File: src/rtl/avm_pkg.sv
package avm_pkg;
    parameter int unsigned COL_W  = 8;
    parameter int unsigned PIX_W  = 12;
    parameter int unsigned LINE_W = 11;
    parameter int unsigned NUM_CH = 3;

    typedef logic [COL_W-1:0]  chan_t;
    typedef logic [PIX_W-1:0]  xpos_t;
    typedef logic [LINE_W-1:0] ypos_t;

    typedef struct packed {
        chan_t r;
        chan_t g;
        chan_t b;
    } rgb_t;

    typedef struct packed {
        xpos_t porch_pix;
        xpos_t act_pix;
        ypos_t porch_lines;
        ypos_t act_lines;
    } meas_t;

    function automatic xpos_t xsat_inc(input xpos_t v);
        return (&v) ? v : v + 1'b1;
    endfunction

    function automatic ypos_t ysat_inc(input ypos_t v);
        return (&v) ? v : v + 1'b1;
    endfunction

    function automatic xpos_t xmin(input xpos_t a, input xpos_t b);
        return (a < b) ? a : b;
    endfunction

    function automatic xpos_t xmax(input xpos_t a, input xpos_t b);
        return (a > b) ? a : b;
    endfunction
endpackage

File: src/rtl/avm_raster.sv
module avm_raster
    import avm_pkg::*;
(
    input  logic  clk,
    input  logic  rst,
    input  logic  hsync,
    input  logic  vsync,
    output xpos_t x,
    output ypos_t y,
    output logic  pix_en,
    output logic  line_end,
    output logic  commit
);
    logic vs_q;

    assign pix_en   = !hsync && !vsync;
    assign line_end = hsync && !vsync && (x != '0);
    assign commit   = vsync && !vs_q;

    always_ff @(posedge clk) begin
        if (rst) begin
            vs_q <= 1'b1;
            x    <= '0;
            y    <= '0;
        end else begin
            vs_q <= vsync;
            if (!pix_en) begin
                x <= '0;
            end else begin
                x <= xsat_inc(x);
            end
            if (vsync) begin
                y <= '0;
            end else if (line_end) begin
                y <= ysat_inc(y);
            end
        end
    end

    assert_x_cleared_R1: assert property (@(posedge clk) disable iff (rst)
        hsync |=> (x == '0));

    assert_y_cleared_R2: assert property (@(posedge clk) disable iff (rst)
        vsync |=> (y == '0));
endmodule

File: src/rtl/avm_classify.sv
module avm_classify
    import avm_pkg::*;
(
    input  rgb_t  pix,
    input  chan_t thresh,
    input  logic  pix_en,
    output logic  active
);
    chan_t             ch [NUM_CH];
    logic [NUM_CH-1:0] over;

    assign ch[0] = pix.r;
    assign ch[1] = pix.g;
    assign ch[2] = pix.b;

    for (genvar c = 0; c < NUM_CH; c++) begin : g_ch
        assign over[c] = (ch[c] >= thresh);
    end

    assign active = pix_en && (|over);
endmodule

File: src/rtl/avm_span_acc.sv
module avm_span_acc
    import avm_pkg::*;
(
    input  logic  clk,
    input  logic  rst,
    input  logic  pix_en,
    input  logic  active,
    input  xpos_t x,
    input  ypos_t y,
    input  logic  line_end,
    input  logic  commit,
    output meas_t res
);
    // current-line edges
    logic  ln_any;
    xpos_t ln_first;
    xpos_t ln_last;
    // frame-so-far summary
    logic  fr_any;
    xpos_t fr_first;
    xpos_t fr_span;
    ypos_t fr_fline;
    ypos_t fr_lline;
    xpos_t fr_len;
    // frame merged with the line in progress
    xpos_t ln_span;
    logic  m_any;
    xpos_t m_first;
    xpos_t m_span;
    ypos_t m_fline;
    ypos_t m_lline;
    xpos_t m_len;
    ypos_t tot_lines;
    meas_t res_next;

    assign ln_span = ln_last - ln_first + 1'b1;

    always_comb begin
        m_any   = fr_any || ln_any;
        m_first = fr_any ? (ln_any ? xmin(fr_first, ln_first) : fr_first) : ln_first;
        m_span  = (ln_any && (!fr_any || ln_span > fr_span)) ? ln_span : fr_span;
        m_fline = fr_any ? fr_fline : y;
        m_lline = ln_any ? y : fr_lline;
        m_len   = xmax(fr_len, x);
        tot_lines = (x != '0) ? ysat_inc(y) : y;

        if (m_any) begin
            res_next.porch_pix   = m_first;
            res_next.act_pix     = m_span;
            res_next.porch_lines = m_fline;
            res_next.act_lines   = m_lline - m_fline + 1'b1;
        end else begin
            res_next.porch_pix   = m_len;
            res_next.act_pix     = '0;
            res_next.porch_lines = tot_lines;
            res_next.act_lines   = '0;
        end
    end

    always_ff @(posedge clk) begin
        if (rst) begin
            ln_any   <= 1'b0;
            ln_first <= '0;
            ln_last  <= '0;
        end else if (!pix_en) begin
            ln_any   <= 1'b0;
            ln_first <= '0;
            ln_last  <= '0;
        end else if (active) begin
            ln_any  <= 1'b1;
            ln_last <= x;
            if (!ln_any) begin
                ln_first <= x;
            end
        end
    end

    always_ff @(posedge clk) begin
        if (rst || commit) begin
            fr_any   <= 1'b0;
            fr_first <= '0;
            fr_span  <= '0;
            fr_fline <= '0;
            fr_lline <= '0;
            fr_len   <= '0;
        end else if (line_end) begin
            fr_any   <= m_any;
            fr_first <= m_first;
            fr_span  <= m_span;
            fr_fline <= m_fline;
            fr_lline <= m_lline;
            fr_len   <= m_len;
        end
    end

    always_ff @(posedge clk) begin
        if (rst) begin
            res <= '0;
        end else if (commit) begin
            res <= res_next;
        end
    end

    assert_hold_between_frames_R8: assert property (@(posedge clk) disable iff (rst)
        !commit |=> $stable(res));

    assert_act_lines_nonzero_R4: assert property (@(posedge clk) disable iff (rst)
        (commit && m_any) |=> (res.act_lines != '0));

    assert_empty_pair_R9: assert property (@(posedge clk) disable iff (rst)
        (res.act_pix == '0) == (res.act_lines == '0));
endmodule

File: src/rtl/avm_ref_grab.sv
module avm_ref_grab
    import avm_pkg::*;
(
    input  logic  clk,
    input  logic  rst,
    input  logic  pix_en,
    input  logic  commit,
    input  xpos_t x,
    input  ypos_t y,
    input  xpos_t ref_x,
    input  ypos_t ref_y,
    input  rgb_t  pix,
    output rgb_t  ref_out
);
    rgb_t shadow;
    logic hit;

    assign hit = pix_en && (x == ref_x) && (y == ref_y);

    always_ff @(posedge clk) begin
        if (rst) begin
            shadow  <= '0;
            ref_out <= '0;
        end else if (commit) begin
            shadow  <= '0;
            ref_out <= shadow;
        end else if (hit) begin
            shadow <= pix;
        end
    end

    assert_ref_hold_R7: assert property (@(posedge clk) disable iff (rst)
        !commit |=> $stable(ref_out));

    assert_no_grab_in_sync_R6: assert property (@(posedge clk) disable iff (rst)
        (commit && !$past(hit)) |=> (ref_out == $past(shadow)));
endmodule

File: src/rtl/active_video_meter.sv
module active_video_meter
    import avm_pkg::*;
(
    input  logic              clk,
    input  logic              rst,
    input  logic              hsync,
    input  logic              vsync,
    input  logic [COL_W-1:0]  pix_r,
    input  logic [COL_W-1:0]  pix_g,
    input  logic [COL_W-1:0]  pix_b,
    input  logic [COL_W-1:0]  thresh,
    input  logic [LINE_W-1:0] ref_line,
    input  logic [PIX_W-1:0]  ref_pix,
    output logic [PIX_W-1:0]  porch_pix,
    output logic [PIX_W-1:0]  act_pix,
    output logic [LINE_W-1:0] porch_lines,
    output logic [LINE_W-1:0] act_lines,
    output logic [COL_W-1:0]  ref_r,
    output logic [COL_W-1:0]  ref_g,
    output logic [COL_W-1:0]  ref_b
);
    rgb_t  pix;
    xpos_t x;
    ypos_t y;
    logic  pix_en;
    logic  line_end;
    logic  commit;
    logic  active;
    meas_t res;
    rgb_t  ref_val;

    assign pix = '{r: pix_r, g: pix_g, b: pix_b};

    avm_raster u_raster (
        .clk      (clk),
        .rst      (rst),
        .hsync    (hsync),
        .vsync    (vsync),
        .x        (x),
        .y        (y),
        .pix_en   (pix_en),
        .line_end (line_end),
        .commit   (commit)
    );

    avm_classify u_classify (
        .pix    (pix),
        .thresh (thresh),
        .pix_en (pix_en),
        .active (active)
    );

    avm_span_acc u_span (
        .clk      (clk),
        .rst      (rst),
        .pix_en   (pix_en),
        .active   (active),
        .x        (x),
        .y        (y),
        .line_end (line_end),
        .commit   (commit),
        .res      (res)
    );

    avm_ref_grab u_ref (
        .clk     (clk),
        .rst     (rst),
        .pix_en  (pix_en),
        .commit  (commit),
        .x       (x),
        .y       (y),
        .ref_x   (ref_pix),
        .ref_y   (ref_line),
        .pix     (pix),
        .ref_out (ref_val)
    );

    assign porch_pix   = res.porch_pix;
    assign act_pix     = res.act_pix;
    assign porch_lines = res.porch_lines;
    assign act_lines   = res.act_lines;
    assign ref_r       = ref_val.r;
    assign ref_g       = ref_val.g;
    assign ref_b       = ref_val.b;
endmodule

File: config.mk
export PLATFORM = sky130hd
export DESIGN_NAME = active_video_meter
export DESIGN_NICKNAME = d
export VERILOG_FILES = /design/src/rtl/avm_pkg.sv /design/src/rtl/avm_raster.sv /design/src/rtl/avm_classify.sv /design/src/rtl/avm_span_acc.sv /design/src/rtl/avm_ref_grab.sv /design/src/rtl/active_video_meter.sv
export SDC_FILE = /design/constraint.sdc
export NUM_CORES = 1
export LEC_CHECK = 0
export ABC_AREA = 1
export CAP_MARGIN = 20
export CORE_MARGIN = 2
export CORE_UTILIZATION = 58
export DETAILED_ROUTE_END_ITERATION = 6
export DONT_BUFFER_PORTS = 1
export GPL_TIMING_DRIVEN = 1
export HOLD_SLACK_MARGIN = 0.15
export PLACE_DENSITY = 0.76
export SETUP_SLACK_MARGIN = 0.1
export SLEW_MARGIN = 0
export SYNTH_ARGS = -nofsm -noshare
export SYNTH_HDL_FRONTEND = slang
export SYNTH_SLANG_ARGS = --single-unit
File: constraint.sdc
create_clock -name clk -period 3.3 [get_ports clk]
set_input_delay 0.165 -clock clk [delete_from_list [all_inputs] [get_ports clk]]
set_output_delay 0.165 -clock clk [all_outputs]
set_load 0.02 [all_outputs]
==> metrics.csv <==
stage,metric,value,unit
critical_path,CP max stage delay,0.40,ns
power_and_ir_drop,Clk network pwr share,40.7,%
sta,Final Max Tran Viols,0,
synth,Seq cells post-synth,202,
clock_network,CTS tree,yes,
sta,total setup violations reported at the end of the flow,0,
synth,Synth top area share,34.2,%
global_routing,largest net degree at the start of global routing,94,
synth,yosys warns,0,
detailed_routing,DRC,0,
critical_path,CP Launch Type,flip-flop,
clock_network,Max H-tree Level,1,
clock_network,Clock Tree Root,clkbuf_16,
detailed_routing,first-pass iteration count of the detailed router,5,
clock_network,Worst-Skew Late Latency,0.51,ns
clock_network,clock buffer depth,3,
synth,Synth area leader,dfxtp_1,
global_routing,first-pass GRT wire length,51.3,mm
critical_path,CP top delay family,simple AND/OR/NAND/NOR gates,
clock_network,clock slew at reported path FFs,0.06,ns
detailed_routing,wire per inst,16.0,µm
worst_hold_path,Tightest Hold Check Type,input port to flip-flop,
final_layout,Area Overhead vs Synth,15.2,%
detailed_routing,DR iter-0 viols,848,
synth,Mean Syn Cell Area,6.73,µm²
sta,WHS,0.164,ns
floorplanning,Initial Utilization,58.8,%
critical_path,Worst path slowest cell,fa_2,
power_and_ir_drop,Total Power,6.06,mW
global_routing,Total GRT Usage,28.6,%
final_layout,"commonest non-fill, non-tap cell in the layout",nand2_1,
status,status,"finished, final reports clean",
placed_design,port bufs,0,
final_layout,Nets,1928,
clock_network,Sink Count,202,
global_routing,grt met3 use,4.29,%
critical_path,buffer and inverter count on the worst path,4,
floorplanning,Die Span X,147,µm
synth,"top cells by area, synth","dfxtp_1, nand2_1, ha_1",
global_routing,GRT Max-Usage Layer,met2,
sta,clk_skew,0.0105,ns
sta,Final period util,97.2,%
power_and_ir_drop,LEAKAGE,6.41,nW
global_routing,met2 Use GR,48.5,%
power_and_ir_drop,Worst VDD drop,363,µV
final_layout,final instance area,13600,µm²
placed_design,post-place setup slack,-0.0724,ns
final_layout,"commonest cells after routing, fill and taps aside","nand2_1, inv_1, dfxtp_1",
final_layout,share of post-route cells with drive strength above 1,10.0,%
critical_path,Crit path required time,3.75,ns
flow_run,Max Cap Viol,0,
floorplanning,die area,21600,µm²
critical_path,Crit Path Class,flip-flop to flip-flop,
critical_path,Most Frequent Cell on Critical Path,nand2_1,
detailed_routing,drt total wl,32.8,mm
placed_design,area post-placement,12000,µm²
synth,area of the mapped netlist,11800,µm²
worst_hold_path,Worst Hold Path Cells,4,
global_routing,met1 usage,36.6,%
critical_path,Worst EP arrival,3.66,ns
power_and_ir_drop,Internal,4.36,mW
detailed_routing,vias,11400,
detailed_routing,post-route ant nets,0,
synth,post-synthesis async set-or-reset flop share,0,%
synth,Main synth FF type,dfxtp_1,
critical_path,kind of end point of the critical path,flip-flop,
global_routing,total gr overflow,0,
critical_path,Crit path depth,25,
critical_path,worst reg2reg path depth,25,
synth,Mapped Cells,1757,
sta,Least-Margin Pin Slew,0.916,ns
synth,Syn Nets,1920,
global_routing,initial antenna violation count,0,
sta,Tmin final,3.21,ns
critical_path,crit path max fanout,6,
synth,Netlist cell types,44,
floorplanning,Die Height,147,µm
power_and_ir_drop,Comb pwr share,17.7,%
sta,"Hold Violations, Final",0,
placed_design,detailed placement HPWL,21.8,mm
detailed_routing,vias per inst,5.59,
power_and_ir_drop,Flop pwr share,41.5,%
sta,headroom to the max-slew limit,38.9,%
clock_network,number of CTS-inserted buffers,23,
global_routing,number of global-route vias before repair,10700,
floorplanning,Core Box Area,20100,µm²
sta,RSZ-0062 raised after global routing,true,
synth,sequential share of the synthesized area,34.2,%
synth,number of flops mapped to enable cells by yosys,0,
sta,Final WS setup,0.0928,ns
power_and_ir_drop,switch share,28.1,%
floorplanning,Rows,52,
sta,max frequency,312,MHz
power_and_ir_drop,NetSw,1.70,mW
power_and_ir_drop,power per cell area,445,nW/µm²
sta,Setup TNS,0,ns
floorplanning,# IOs,129,
placed_design,Placer Congestion,0.944,
final_layout,number of diodes,0,
## power groups by stage
| stage | Clock (mW) | Sequential, mW | Combinational (mW) |
|---|---|---|---|
| 2_1_floorplan | 0 | 2.55 | 0.681 |
| 3_3_place_gp | 0 | 2.56 | 0.834 |
| 3_5_place_dp | 0 | 2.56 | 0.853 |
| 4_1_cts | 2.49 | 2.51 | 0.891 |
| 5_1_grt | 2.60 | 2.52 | 1.20 |
| 6_report | 2.47 | 2.52 | 1.07 |
## synthesized netlist by cell type, types with 10 or more instances
| cell | n |
|---|---|
| a21oi_1 | 112 |
| and2_1 | 13 |
| buf_2 | 19 |
| clkbuf_1 | 39 |
| dfxtp_1 | 202 |
| ha_1 | 102 |
| inv_1 | 230 |
| inv_2 | 10 |
| nand2_1 | 480 |
| nand3_1 | 129 |
| nand4_1 | 31 |
| nor2_1 | 142 |
| nor3_1 | 16 |
| o21ai_0 | 104 |
| o21ai_1 | 27 |
| xnor2_1 | 14 |
| xor2_1 | 16 |
## state kept, by name, indices dropped and copies added (netlist names)
signal,count
u_span.res,46
u_raster.x,12
u_span.fr_len,12
u_span.fr_any,1
u_ref.ref_out,24
u_span.fr_first,12
u_span.ln_first,12
u_span.fr_lline,11
u_raster.vs_q,1
u_ref.shadow,24
u_span.fr_fline,11
u_raster.y,11
u_span.ln_last,12
u_span.fr_span,12
u_span.ln_any,1
## metal layers
metal | wire [µm] | vias up
li1 | - | 5675
met1 | 13800 | 5251
met2 | 15500 | 416
met3 | 2300 | 99
met4 | 1250 | 0
met5 | 0 | -
## per-stage QoR
stage | cells | utilization (%)
4_1_cts | 2039 | 64.7
3_3_place_gp | 1978 | 59.8
6_report | 2045 | 67.8
3_5_place_dp | 1978 | 59.8
2_1_floorplan | 1757 | -
5_1_grt | 2045 | 67.8
## cell type report
class / instances / area, µm²
timing repair buffer: 53 / 495
sequential: 202 / 4050
inverter: 241 / 907
clock buffer: 32 / 669
fill: 1672 / 6480
tap: 270 / 338
clock inverter: 3 / 43.8
multi-input combinational: 1244 / 7130
## worst paths after layout
| check | from | slack [ns] | end |
|---|---|---|---|
| worst max register to register | u_span.ln_last[1] | 0.09 | u_span.res[23] |
| worst max-delay path | u_span.ln_last[1] | 0.09 | u_span.res[23] |
| worst min-delay path | hsync | 0.16 | u_raster.y[1] |
| worst min register to register | u_span.fr_lline[8] | 0.45 | u_span.fr_lline[8] |
## what timing repair did
item | CTS | global route
resized for setup | 4 | 107
endpoints found under the setup margin | 24 | 24
gates cloned | 0 | 2
pin swaps | 0 | 42
hold buffers | 26 | 0
buffers inserted | 0 | 4
endpoints found under the hold margin | 126 | 0
## cells by family after synthesis
logic type / share of synthesized area, %
AO/OA/AOI/OAI: 12.6
XOR/XNOR: 2.22
adder cells (fa/ha/maj): 11.1
buffers and inverters: 10.4
flip-flops: 34.2
AND/OR/NAND/NOR: 29.5
## worst register-to-register path, cell delays in order, from the launching register on
cell and delay (ns):
dfxtp_2 0.33, inv_2 0.04, ha_4 0.26, inv_2 0.04, ha_4 0.15, fa_2 0.40, nand3_2 0.10, nand3_2 0.10
nand2_2 0.11, nand2_1 0.06, nand2_1 0.09, nand2_2 0.08, ha_4 0.27, nand2_2 0.04, inv_2 0.05, nand2_2 0.05
nor2_2 0.09, nand2_1 0.06, nand3_1 0.09, nand2_2 0.08, nand2_4 0.14, buf_8 0.16, nand3_4 0.07, nand2_1 0.09
nand2_1 0.07, nand2_1 0.09
No activity file was read; power rests on OpenSTA's default activity.
